`src/rtl/exmon_pkg.sv`:
```
package exmon_pkg;

    localparam int SIZE_W = 3;

    typedef enum logic [1:0] {
        RESP_OKAY   = 2'b00,
        RESP_EXOKAY = 2'b01
    } resp_e;

    typedef enum logic [1:0] {
        ACT_NONE = 2'd0,
        ACT_SET  = 2'd1,
        ACT_CLR  = 2'd2
    } tbl_act_e;

endpackage

```
`src/rtl/exmon_match.sv`:
```
module exmon_match
    import exmon_pkg::*;
#(
    parameter int ID_W  = 4,
    parameter int GW    = 29,
    localparam int DEPTH = 1 << ID_W
) (
    input  logic [DEPTH-1:0]             ent_vld,
    input  logic [DEPTH-1:0][GW-1:0]     ent_gran,
    input  logic [DEPTH-1:0][SIZE_W-1:0] ent_size,
    input  logic [ID_W-1:0]              req_id,
    input  logic [GW-1:0]                req_gran,
    input  logic [SIZE_W-1:0]            req_size,
    output logic [DEPTH-1:0]             gran_hit,
    output logic                         own_hit
);

    // one comparator per slot
    for (genvar i = 0; i < DEPTH; i++) begin : g_cmp
        assign gran_hit[i] = ent_vld[i] && (ent_gran[i] == req_gran);
    end

    // the requester's own slot must also agree on size
    always_comb begin
        own_hit = gran_hit[req_id] && (ent_size[req_id] == req_size);
    end

endmodule

```
`src/rtl/exmon_ctrl.sv`:
```
module exmon_ctrl
    import exmon_pkg::*;
#(
    parameter bit EXCL_SUPPORT = 1'b1
) (
    input  logic     fire,
    input  logic     is_write,
    input  logic     is_excl,
    input  logic     own_hit,
    output tbl_act_e act,
    output resp_e    code,
    output logic     commit
);

    always_comb begin
        act    = ACT_NONE;
        code   = RESP_OKAY;
        commit = 1'b0;
        if (!is_write) begin
            if (is_excl && EXCL_SUPPORT) begin
                act  = ACT_SET;
                code = RESP_EXOKAY;
            end
        end else if (is_excl) begin
            if (own_hit && EXCL_SUPPORT) begin
                act    = ACT_CLR;
                code   = RESP_EXOKAY;
                commit = 1'b1;
            end
        end else begin
            act    = ACT_CLR;
            commit = 1'b1;
        end
        if (!fire) begin
            act = ACT_NONE;
        end
    end

endmodule

```
`src/rtl/exmon_table.sv`:
```
module exmon_table
    import exmon_pkg::*;
#(
    parameter int ID_W  = 4,
    parameter int GW    = 29,
    localparam int DEPTH = 1 << ID_W
) (
    input  logic                         clk,
    input  logic                         rst_n,
    input  tbl_act_e                     act,
    input  logic [ID_W-1:0]              req_id,
    input  logic [GW-1:0]                req_gran,
    input  logic [SIZE_W-1:0]            req_size,
    input  logic [DEPTH-1:0]             gran_hit,
    output logic [DEPTH-1:0]             ent_vld,
    output logic [DEPTH-1:0][GW-1:0]     ent_gran,
    output logic [DEPTH-1:0][SIZE_W-1:0] ent_size
);

    typedef struct packed {
        logic              vld;
        logic [GW-1:0]     gran;
        logic [SIZE_W-1:0] size;
    } slot_t;

    slot_t [DEPTH-1:0] tbl_d, tbl_q;

    always_comb begin
        tbl_d = tbl_q;
        for (int i = 0; i < DEPTH; i++) begin
            unique case (act)
                ACT_SET: begin
                    if (req_id == ID_W'(i)) begin
                        tbl_d[i].vld  = 1'b1;
                        tbl_d[i].gran = req_gran;
                        tbl_d[i].size = req_size;
                    end
                end
                ACT_CLR: begin
                    if (gran_hit[i]) begin
                        tbl_d[i].vld = 1'b0;
                    end
                end
                default: ;
            endcase
        end
    end

    always_ff @(posedge clk or negedge rst_n) begin
        if (!rst_n) begin
            tbl_q <= '0;
        end else begin
            tbl_q <= tbl_d;
        end
    end

    for (genvar i = 0; i < DEPTH; i++) begin : g_out
        assign ent_vld[i]  = tbl_q[i].vld;
        assign ent_gran[i] = tbl_q[i].gran;
        assign ent_size[i] = tbl_q[i].size;
    end

endmodule

```
`src/rtl/exmon_top.sv`:
```
module exmon_top
    import exmon_pkg::*;
#(
    parameter int ID_W         = 4,
    parameter int ADDR_W       = 32,
    parameter int GRAN_LOG2    = 3,
    parameter bit EXCL_SUPPORT = 1'b1
) (
    input  logic              clk,
    input  logic              rst_n,
    input  logic              req_valid,
    output logic              req_ready,
    input  logic              req_write,
    input  logic              req_excl,
    input  logic [ID_W-1:0]   req_id,
    input  logic [ADDR_W-1:0] req_addr,
    input  logic [2:0]        req_size,
    output logic              resp_valid,
    input  logic              resp_ready,
    output logic [1:0]        resp_code,
    output logic              resp_wr_ok
);

    localparam int DEPTH = 1 << ID_W;
    localparam int GW    = ADDR_W - GRAN_LOG2;

    typedef struct packed {
        logic  valid;
        resp_e code;
        logic  commit;
    } rsp_t;

    rsp_t rsp_d, rsp_q;

    logic                         fire;
    logic [GW-1:0]                req_gran;
    logic [DEPTH-1:0]             ent_vld;
    logic [DEPTH-1:0][GW-1:0]     ent_gran;
    logic [DEPTH-1:0][SIZE_W-1:0] ent_size;
    logic [DEPTH-1:0]             gran_hit;
    logic                         own_hit;
    tbl_act_e                     act;
    resp_e                        code;
    logic                         commit;

    assign req_ready = !rsp_q.valid || resp_ready;
    assign fire      = req_valid && req_ready;
    assign req_gran  = req_addr[ADDR_W-1:GRAN_LOG2];

    exmon_match #(.ID_W(ID_W), .GW(GW)) u_match (
        .ent_vld  (ent_vld),
        .ent_gran (ent_gran),
        .ent_size (ent_size),
        .req_id   (req_id),
        .req_gran (req_gran),
        .req_size (req_size),
        .gran_hit (gran_hit),
        .own_hit  (own_hit)
    );

    exmon_ctrl #(.EXCL_SUPPORT(EXCL_SUPPORT)) u_ctrl (
        .fire     (fire),
        .is_write (req_write),
        .is_excl  (req_excl),
        .own_hit  (own_hit),
        .act      (act),
        .code     (code),
        .commit   (commit)
    );

    exmon_table #(.ID_W(ID_W), .GW(GW)) u_table (
        .clk      (clk),
        .rst_n    (rst_n),
        .act      (act),
        .req_id   (req_id),
        .req_gran (req_gran),
        .req_size (req_size),
        .gran_hit (gran_hit),
        .ent_vld  (ent_vld),
        .ent_gran (ent_gran),
        .ent_size (ent_size)
    );

    always_comb begin
        rsp_d = rsp_q;
        if (fire) begin
            rsp_d.valid  = 1'b1;
            rsp_d.code   = code;
            rsp_d.commit = commit;
        end else if (resp_ready) begin
            rsp_d.valid = 1'b0;
        end
    end

    always_ff @(posedge clk or negedge rst_n) begin
        if (!rst_n) begin
            rsp_q <= '{valid: 1'b0, code: RESP_OKAY, commit: 1'b0};
        end else begin
            rsp_q <= rsp_d;
        end
    end

    assign resp_valid = rsp_q.valid;
    assign resp_code  = rsp_q.code;
    assign resp_wr_ok = rsp_q.commit;

endmodule

```
`config.mk`:
```
export PLATFORM = sky130hd
export DESIGN_NAME = exmon_top
export DESIGN_NICKNAME = d
export VERILOG_FILES = /design/src/rtl/exmon_pkg.sv /design/src/rtl/exmon_match.sv /design/src/rtl/exmon_ctrl.sv /design/src/rtl/exmon_table.sv /design/src/rtl/exmon_top.sv
export SDC_FILE = /design/constraint.sdc
export NUM_CORES = 1
export LEC_CHECK = 0
export BUFFER_PORTS_ARGS = -buffer_cell sky130_fd_sc_hd__buf_4
export CORE_MARGIN = 5
export CORE_UTILIZATION = 63
export DETAILED_ROUTE_END_ITERATION = 16
export HOLD_SLACK_MARGIN = 0.15
export PLACE_DENSITY = 0.88
export SETUP_SLACK_MARGIN = 0.05
export SYNTH_ARGS = -nofsm -noshare
export SYNTH_HDL_FRONTEND = slang
export SYNTH_HIERARCHICAL = 1
export SYNTH_SLANG_ARGS = --single-unit
```
`constraint.sdc`:
```
create_clock -name clk -period 4.2 [get_ports clk]
set_input_delay 0.42 -clock clk [delete_from_list [all_inputs] [get_ports clk]]
set_output_delay 0.42 -clock clk [all_outputs]
set_load 0.01 [all_outputs]
```
==> Word level (Yosys, flattened, before mapping) <==
Index checks and enable logic that the tools add are counted.
{ "classes": {"n_reduce_logical": 55, "n_mux": 65, "n_lt_le_gt_ge": 1, "eq_ne": 66} }
{ "ops": {"columns": ["op", "n"], "rows": [
  ["two-way mux 33 bit", 16],
  ["== test 29 bit", 16],
  ["AND reduction 3 bit", 16],
  ["== test 4 bit, second input constant", 8],
  ["!= test 2 x 1 -> 1 bit, second input constant", 16],
  ["!= test 2 bit, second input constant", 16],
  ["case mux 1 bit (2 select lines)", 16],
  ["AND reduction 2 bit", 16],
  ["two-way mux 1 bit", 24],
  ["logical AND 1 bit", 18],
  ["== test 4 x 3 -> 1 bit, second input constant", 4],
  ["binary-select mux 3 bit (select 4 bit)", 1],
  ["two-way mux 2 bit", 6],
  ["== test 4 x 2 -> 1 bit, second input constant", 2],
  ["< comparator 4 x 5 -> 1 bit, second input constant", 1],
  ["binary-select mux 1 bit (select 4 bit)", 1],
  ["== test 4 x 1 -> 1 bit, second input constant", 1],
  ["zero test 4 bit", 1],
  ["nonzero test 2 bit", 2],
  ["== test 3 bit", 1],
  ["two-way mux 3 bit", 1],
  ["== test 2 x 1 -> 1 bit, second input constant", 1],
  ["== test 2 bit, second input constant", 1],
  ["zero test 1 bit", 1],
  ["logical OR 1 bit", 1]
]} }
{ "totals": {"output_inout_bits": 5, "in_bits": 45, "reg_bits": 532, "wordCells": 238} }

==> Logic depth before layout (Yosys ltp) <==
Gate-level depths: netlist of the first run.
{ "logic_depth": {"ltp_word": 12, "depth_mapped": 17, "mapped_depth_nobuf": 14} }

==> Modules after synthesis <==
The synthesis of the first run kept the hierarchy.
{ "by_module_without_submodules": {"columns": ["mod", "seq_area_each_um2", "n_inst", "cells_each", "area_each_um2"], "rows": [
  ["exmon_table", 13212.7, 1, 1244, 20171.8],
  ["exmon_match", 0.0, 1, 772, 6053.3],
  ["exmon_top", 100.1, 1, 11, 181.4],
  ["exmon_ctrl", 0.0, 1, 9, 48.8]
]} }

==> Least setup slack after synthesis of the first run <==
No wires, ideal clock.
{ "synth_path": {"kind": "input to register", "start": "in req_addr[23]", "end": "reg u_table.tbl_q (netlist bit u_table/ent_gran[10])", "t_required_ps": 4075, "cell_stages": 17, "setup_slack_ps": 125, "path_buffers": 4, "arrival_time_ps": 3950, "path_cell_list": "buf_2 > buf_2 > xnor2_1 > nand4_1 > nor4_1 > nand4_1 > a211o_1 > a221o_1 > a2111oi_2 > nand2b_1 > and3_1 > inv_1 > ha_1 > buf_2 > nand3_1 > buf_2 > mux2_2"} }
{ "synth_between": {"elab_chain_len": 11} }
{ "synth_lines": {"columns": ["item", "line", "rtl"], "rows": [
  ["start: declaration", "exmon_top.sv:16", "input logic [ADDR_W-1:0] req_addr,"],
  ["== test 29 bit", "exmon_match.sv:20", "assign gran_hit[i] = ent_vld[i] && (ent_gran[i] == req_gran);"],
  ["logical AND 1 bit", "exmon_match.sv:20", null],
  ["binary-select mux 1 bit (select 4 bit) (*)", "exmon_match.sv:25", "own_hit = gran_hit[req_id] && (ent_size[req_id] == req_size);"],
  ["two-way mux 1 bit (implied by the code) (*)", "exmon_match.sv:25", null],
  ["logical AND 1 bit (*)", "exmon_match.sv:25", null],
  ["named net own_hit", "exmon_top.sv:41", "logic own_hit;"],
  ["two-way mux 2 bit (*)", "exmon_ctrl.sv:25", "if (own_hit && EXCL_SUPPORT) begin"],
  ["two-way mux 2 bit (*)", "exmon_ctrl.sv:24", "end else if (is_excl) begin"],
  ["two-way mux 2 bit (*)", "exmon_ctrl.sv:19", "if (!is_write) begin"],
  ["two-way mux 2 bit (*)", "exmon_ctrl.sv:34", "if (!fire) begin"],
  ["named net act[1]", "exmon_top.sv:42", "tbl_act_e act;"],
  ["== test 2 x 1 -> 1 bit (*)", "exmon_table.sv:31", "unique case (act)"],
  ["AND reduction 2 bit (no source line) (*)", null, null],
  ["end signal: assignment", "exmon_table.sv:53", "tbl_q <= tbl_d;"],
  ["end: declaration", "exmon_table.sv:26", "slot_t [DEPTH-1:0] tbl_d, tbl_q;"]
]} }
Mark *: on every way through the listed nets, which the timed path passes. The rest lies on a longest branch. The select of a mux whose other input is x is not followed.
A chain may end at the register's enable or synchronous reset.

==> Worst setup path in the final report of the first run <==
{ "layout_path": {"start": "reg u_table.tbl_q (netlist bit u_table/ent_gran[405])", "end": "reg u_table.tbl_q (netlist bit u_table/ent_gran[64])"} }
{ "layout_between": {"elab_chain_len": 11} }
{ "layout_lines": {"columns": ["item", "line"], "rows": [
  ["== test 29 bit", "exmon_match.sv:20"],
  ["logical AND 1 bit", "exmon_match.sv:20"],
  ["binary-select mux 1 bit (select 4 bit)", "exmon_match.sv:25"],
  ["two-way mux 1 bit (implied by the code)", "exmon_match.sv:25"],
  ["logical AND 1 bit", "exmon_match.sv:25"],
  ["named net own_hit", "exmon_top.sv:41"],
  ["two-way mux 2 bit", "exmon_ctrl.sv:25"],
  ["two-way mux 2 bit", "exmon_ctrl.sv:24"],
  ["two-way mux 2 bit", "exmon_ctrl.sv:19"],
  ["two-way mux 2 bit", "exmon_ctrl.sv:34"],
  ["named net act[1]", "exmon_top.sv:42"],
  ["== test 2 x 1 -> 1 bit", "exmon_table.sv:31"],
  ["AND reduction 2 bit (no source line)", null]
]} }
The timed path passes the listed nets, and every way through them passes these cells. The select of a mux whose other input is x is not followed.

==> results of run 1 <==
-- path summary, 6_finish.rpt --
kind                                         end  depth (start not counted)             startpoint
setup / recovery            u_table/ent_gran[64]                         14  u_table/ent_gran[405]
hold / removal               u_table/ent_size[5]                          2            req_size[2]
setup reg to reg            u_table/ent_gran[64]                         14  u_table/ent_gran[405]
hold reg to reg             u_table/ent_size[17]                          1   u_table/ent_size[17]
max in group asynchronous  u_table/ent_gran[458]                          3                  rst_n
min in group asynchronous   u_table/ent_gran[68]                          2                  rst_n
-- per-layer routing --
| layer | GRT usage | vias to the layer above |
|---|---|---|
| li1 | - | 7478 |
| met1 | 0.400 | 9183 |
| met2 | 0.503 | 892 |
| met3 | 0.0561 | 280 |
| met4 | 0.149 | 0 |
| met5 | 0 | - |
-- layout make-up --
cell class                 count  area share
tap                          539      0.0219
inverter                      17     0.00207
timing repair buffer         275      0.0859
antenna                        1   0.0000812
clock inverter                 8     0.00232
clock buffer                  85      0.0535
multi-input combinational   1335       0.402
sequential                   532       0.432
-- kinds of logic after synthesis --
logic type	Yosys count	share of synthesized area
fa+ha+maj	2	0.000946
other cells	1	0.000142
mux	529	0.231
flops	532	0.503
buf+inv	169	0.0329
xor+xnor	459	0.152
simple gates	283	0.0627
compound gates	61	0.0170
-- worst max-delay path, stage by stage (launching register included) --
cell                        delay (ps)
sky130_fd_sc_hd__dfrtp_1           390
sky130_fd_sc_hd__xor2_1            150
sky130_fd_sc_hd__nor4_2            370
sky130_fd_sc_hd__nand4_1           250
sky130_fd_sc_hd__o311a_1           410
sky130_fd_sc_hd__a211o_1           280
sky130_fd_sc_hd__a221o_1           450
sky130_fd_sc_hd__a2111oi_4         360
sky130_fd_sc_hd__nand2b_1          170
sky130_fd_sc_hd__and3_4            200
sky130_fd_sc_hd__inv_1              70
sky130_fd_sc_hd__ha_4              230
sky130_fd_sc_hd__nand3_1           140
sky130_fd_sc_hd__buf_12            240
sky130_fd_sc_hd__mux2_2            390
-- registers in the layout (all words and copies together), names as in the netlist --
| register | flops |
|---|---|
| resp_code | 2 |
| resp_valid | 1 |
| resp_wr_ok | 1 |
| u_table/ent_gran | 464 |
| u_table/ent_size | 48 |
| u_table/ent_vld | 16 |
-- what timing repair did --
item,4_1_cts,5_1_grt
hold buffers,2,0
hold endpoints to repair,50,0
resized for setup,11,7
pin swaps,3,3
endpoints found under the setup margin,527,527
buffers inserted,1,1
gates cloned,1,2
-- cells in the final DEF (no fill, tap or decap), types with 4 or more instances in the layout --
cell type,synthesis,final
sky130_fd_sc_hd__and2_1,4,4
sky130_fd_sc_hd__buf_12,0,41
sky130_fd_sc_hd__buf_4,38,228
sky130_fd_sc_hd__clkbuf_1,43,14
sky130_fd_sc_hd__clkbuf_16,0,57
sky130_fd_sc_hd__clkbuf_8,0,16
sky130_fd_sc_hd__clkinv_2,0,5
sky130_fd_sc_hd__dfrtp_1,532,532
sky130_fd_sc_hd__inv_1,17,17
sky130_fd_sc_hd__mux2_1,25,25
sky130_fd_sc_hd__mux2_2,487,487
sky130_fd_sc_hd__mux4_2,13,13
sky130_fd_sc_hd__nand2_1,30,30
sky130_fd_sc_hd__nand2b_1,6,6
sky130_fd_sc_hd__nand3_1,34,31
sky130_fd_sc_hd__nand4_1,59,59
sky130_fd_sc_hd__nor2_1,8,8
sky130_fd_sc_hd__nor2_2,13,13
sky130_fd_sc_hd__nor2b_1,22,22
sky130_fd_sc_hd__nor3_1,4,4
sky130_fd_sc_hd__nor4_1,86,80
sky130_fd_sc_hd__nor4_2,0,6
sky130_fd_sc_hd__o211ai_1,16,16
sky130_fd_sc_hd__o21ai_0,17,17
sky130_fd_sc_hd__o311ai_0,4,4
sky130_fd_sc_hd__xnor2_1,178,178
sky130_fd_sc_hd__xor2_1,281,281
-- power by group --
part | internal (mW) | leakage (nW) | switching, mW | total [mW]
Combinational | 0.990 | 6.64 | 0.992 | 1.98
Sequential | 5.68 | 7.18 | 0.403 | 6.08
Clock | 2.73 | 0.848 | 2.00 | 4.73
Total | 9.40 | 14.7 | 3.40 | 12.8
-- metrics by stage --
step                instances  utilization  setup WS, ps  setup TNS, ps  hold WS, ps
finish                   2792        0.738         -23.3           -284          214
global route             2791        0.738         -71.0          -5690          213
CTS                      2788        0.735          52.3              0          186
detailed placement       2691        0.691          -503        -220950          326
global placement         2691        0.691          -473        -208400          325
floorplan                2036            -           125              0          124
==> reports/metrics.csv, run 1 <==
metric,value,unit
Wirelength per Cell,25.8,um
Total Routed Length,72200,um
via count,17800,
Crit Path Category,reg2reg,
max-slew violation total from the final report,0,
detailed route wirelength on metal3,5470,um
number of antenna violations at the first check in global routing,0,
area fraction of the dominant cell type after synthesis,0.503,
critical path endpoint category,register,
number of buffers inserted during clock tree synthesis,54,
warning count from the yosys run,6,
total congestion overflow after global routing,0,
vias in the first global route,19100,
core outline area,41800,um2
largest cells by area after synthesis,"sky130_fd_sc_hd__dfrtp_1 50%, sky130_fd_sc_hd__mux2_2 21%, sky130_fd_sc_hd__xor2_1 9.3%",
worst supply voltage drop on vdd,0.328,mV
cell chosen for the clock root,sky130_fd_sc_hd__clkbuf_16,
final hold violations,0,
number of primary I/O pins,50,
Synth Area per Inst,13.0,um2
Final Wtd Congestion,0.902,
synthesized instance count,2036,
initial cell density of the core,0.634,
net count of the finished layout,2262,
number of sinks handled by clock tree synthesis,532,
maximum buffer depth of the clock tree,3,
Vias/cell,6.39,
class of the worst hold path,in2reg,
status,"finished, violations left",
flip-flop and latch count after synthesis,532,
Layout Cell Area excl Fill,30800,um2
CTS tree,done,
Overall Power,12.8,mW
"Cell Area, Synth",26500,um2
shortest period the worst path allows,4220,ps
floorplan die area,46200,um2
top post-synthesis cells by count,"532 x sky130_fd_sc_hd__dfrtp_1, 487 x sky130_fd_sc_hd__mux2_2, 281 x sky130_fd_sc_hd__xor2_1",
width of the die,215,um
violated checks,setup timing,
clock-pin slew reported for the worst setup and hold paths after clock tree synthesis,70,ps
Final period util,1.01,
final setup fails,39,
max-cap violations,0,
RSZ-0062 raised after global routing,yes,
Required @ worst endpoint,4690,ps
Pre-Repair DR Iteration Count,9,
dominant synthesized flop cell,sky130_fd_sc_hd__dfrtp_1,
vertical die dimension,215,um
WP data arrival,4710,ps
Sequential Area,13300,um2
later-pin clock latency in the skew report,610,ps
top fanout value on the critical path,32,
number of synthesized flops with an enable pin,0,
upper clock frequency limit,237,MHz
combined area of the multi-input logic cells,12400,um2
net count after synthesis,2083,
ratio of cells with drive above 1 in the final layout,0.394,
maximum clock skew at final layout,19.7,ps
synthesis-to-layout area growth,16.4,%
detailed route wirelength on metal2,34900,um
number of port buffers,46,
all-layer global routing usage,0.307,
DP Wirelength,45000,um
top routing layer in use,met4,
most repeated cell in the gate-level netlist after synthesis,sky130_fd_sc_hd__dfrtp_1,
headroom to the max-slew limit,0.514,
P_leak,14.7,nW
maximum level of the CTS H-tree,2,
Worst Setup Start Kind,register,
Metal-1 WL,27700,um
Yosys top cell by area,sky130_fd_sc_hd__dfrtp_1,
post-detailed-placement cell area,28900,um2
Std-Cell Rows,75,
ys async rst share,1.00,
setup ws final,-23.3,ps
Starting DRT DRC Count,2014,
part of the Yosys area used for sequential elements,0.503,
remaining number of nets flagged by the antenna check after routing,0,
"reg-to-reg slack, setup",-20,ps
largest net degree at the start of global routing,135,
global-route wire length before repair,112000,um
library cells used by synthesis,55,
power density of the placed cells,415,nW/um2
detailed-route DRC error count,0,
Worst Max-Slew Pin Slew,730,ps
Filler Cells Inserted,2343,
(Power assumes the default switching activity.)
==> run 2: changes to the inputs <==
CORE_UTILIZATION = 55   (was 63)
PLACE_DENSITY = 0.79   (was 0.88)
==> run 2 against run 1 <==
Net effect:
- the flow still finishes with violations (setup timing)
- critical path type unchanged
- core utilization down 6.5 points
- clock skew up 8.6 ps
- non-clock buffer count up 52
- hold slack worse by 20 ps
- total power up 3.3%
- die area up 14%
- register-to-register slack worse by 70 ps
- highest routed layer is now met5
- setup slack worse by 72 ps
- final area up 4.0%
- routed wire length up 2.4%
- largest power group unchanged
- final cell count up 4.7%
==> reports/metrics.csv, run 2 (synthesized netlist as in run 1, its figures left out) <==
metric,value,unit,change
remaining number of nets flagged by the antenna check after routing,0,,unchanged
P_leak,15.3,nW,+4.3%
number of sinks handled by clock tree synthesis,532,,unchanged
Total Routed Length,73900,um,+2.4%
Final period util,1.02,,+0.0170
setup ws final,-94.8,ps,-71.6 ps
maximum level of the CTS H-tree,2,,unchanged
all-layer global routing usage,0.258,,-0.0494
maximum buffer depth of the clock tree,3,,unchanged
Final Wtd Congestion,0.936,,+3.7%
class of the worst hold path,in2reg,,
width of the die,229,um,+6.7%
vias in the first global route,18200,,-4.5%
violated checks,setup timing,,
Crit Path Category,reg2reg,,
cell chosen for the clock root,sky130_fd_sc_hd__clkbuf_16,,
largest net degree at the start of global routing,112,,-17%
core outline area,47600,um2,+14%
highest-count cells in the layout ignoring fill and taps,"532 x sky130_fd_sc_hd__dfrtp_1, 442 x sky130_fd_sc_hd__mux2_2, 280 x sky130_fd_sc_hd__xor2_1",,
detailed-route DRC error count,0,,unchanged
CTS tree,done,,
final setup fails,156,,+300%
core occupancy in the finished layout,0.673,,-0.0651
WP data arrival,4780,ps,+70 ps
Vias/cell,5.95,,-6.8%
Starting DRT DRC Count,1518,,-25%
upper clock frequency limit,233,MHz,-1.7%
floorplan die area,52600,um2,+14%
Required @ worst endpoint,4680,ps,about the same
headroom to the max-slew limit,0.368,,-0.146
number of primary I/O pins,50,,unchanged
DP Wirelength,44500,um,-1.1%
critical path endpoint category,register,,
max-slew violation total from the final report,0,,unchanged
total congestion overflow after global routing,0,,unchanged
number of buffers inserted during clock tree synthesis,55,,+1.9%
Std-Cell Rows,80,,+6.7%
initial cell density of the core,0.555,,-0.0783
net count of the finished layout,2315,,+2.3%
via count,17400,,-2.4%
power density of the placed cells,413,nW/um2,-0.68%
Pre-Repair DR Iteration Count,5,,-4
worst supply voltage drop on vdd,0.302,mV,-7.9%
shortest period the worst path allows,4290,ps,+71.6 ps
RSZ-0062 raised after global routing,yes,,
Worst Setup Start Kind,register,,
status,"finished, violations left",,
max-cap violations,0,,unchanged
number of antenna violations at the first check in global routing,1,,+1
final hold violations,0,,unchanged
maximum clock skew at final layout,28.3,ps,+8.56 ps
global-route wire length before repair,106000,um,-4.9%
number of port buffers,46,,unchanged
antenna diode count,0,,-1
later-pin clock latency in the skew report,610,ps,about the same
vertical die dimension,229,um,+6.7%
Wirelength per Cell,25.3,um,-2.2%
Worst Max-Slew Pin Slew,948,ps,+219 ps
"reg-to-reg slack, setup",-90,ps,-70 ps
worst setup timing slack at the placement stage,-470,ps,+33.5 ps
top fanout value on the critical path,7,,-78%
synthesis-to-layout area growth,21.1,%,
"leading cell type in the layout, fill and taps excluded",sky130_fd_sc_hd__dfrtp_1,,
ratio of cells with drive above 1 in the final layout,0.421,,+0.0262
total negative slack for setup checks,-5350,ps,-5070 ps
clock-pin slew reported for the worst setup and hold paths after clock tree synthesis,60,ps,about the same
Largest register FFs,464,,unchanged
run 2: layout make-up:
cell class              count  area (um2)
fillers                  3170       15600
inverters                  17        63.8
clock inverters            13         221
flip-flops and latches    532       13300
repair buffers            327        3310
well taps                 615         769
multi-input cells        1335       12700
clock buffers              85        1690
run 2: timing repair:
| item | CTS | global route |
|---|---|---|
| pin swaps | 2 | 16 |
| endpoints found under the setup margin | 512 | 513 |
| hold buffers | 2 | 0 |
| setup buffers | 21 | 4 |
| hold endpoints to repair | 102 | 0 |
| cloned | 0 | 25 |
| gates resized for setup | 7 | 92 |
run 2: metal layers:
metal | up-vias | track usage | part of all wire
li1 | 7577 | - | -
met1 | 8976 | 0.338 | 0.40
met2 | 640 | 0.430 | 0.49
met3 | 215 | 0.0453 | 0.062
met4 | 2 | 0.101 | 0.052
met5 | - | 0 | 0.00015
run 2: path summary, 6_finish.rpt:
check,from,endpoint,cells after the start
setup / recovery,u_table/ent_gran[390],u_table/ent_gran[62],16
hold / removal,req_addr[19],u_table/ent_gran[422],2
setup reg to reg,u_table/ent_gran[390],u_table/ent_gran[62],16
hold reg to reg,u_table/ent_size[34],u_table/ent_size[34],1
max in group asynchronous,rst_n,u_table/ent_gran[398],3
min in group asynchronous,rst_n,u_table/ent_gran[114],2
run 2: worst max-delay path, stage by stage (launching register included):
cell	delay, ps
sky130_fd_sc_hd__dfrtp_1	390
sky130_fd_sc_hd__xor2_1	140
sky130_fd_sc_hd__nor4_1	360
sky130_fd_sc_hd__nand4_1	240
sky130_fd_sc_hd__buf_4	200
sky130_fd_sc_hd__o311a_1	340
sky130_fd_sc_hd__a211o_1	240
sky130_fd_sc_hd__a221o_1	400
sky130_fd_sc_hd__a2111oi_4	390
sky130_fd_sc_hd__nand2b_4	190
sky130_fd_sc_hd__and3_4	180
sky130_fd_sc_hd__inv_2	50
sky130_fd_sc_hd__ha_4	200
sky130_fd_sc_hd__buf_6	160
sky130_fd_sc_hd__nand3_4	150
sky130_fd_sc_hd__buf_8	180
sky130_fd_sc_hd__mux2_2	350
run 2: power breakdown:
part	switching [mW]	internal (mW)
clock network	2.04	3.11
registers	0.391	5.68
logic	0.961	1.04
total	3.39	9.83
run 2: per-stage QoR:
step / power (mW) / instance area, um2 / hold WS (ps) / cells
5_1_grt: 13.7 / 32000 / 183 / 2924
2_1_floorplan: 7.27 / 26500 / 124 / 2036
3_5_place_dp: 8.01 / 29000 / 489 / 2776
4_1_cts: 13.2 / 31100 / 163 / 2897
6_report: 13.2 / 32000 / 194 / 2924
3_3_place_gp: 7.90 / 29000 / 468 / 2776
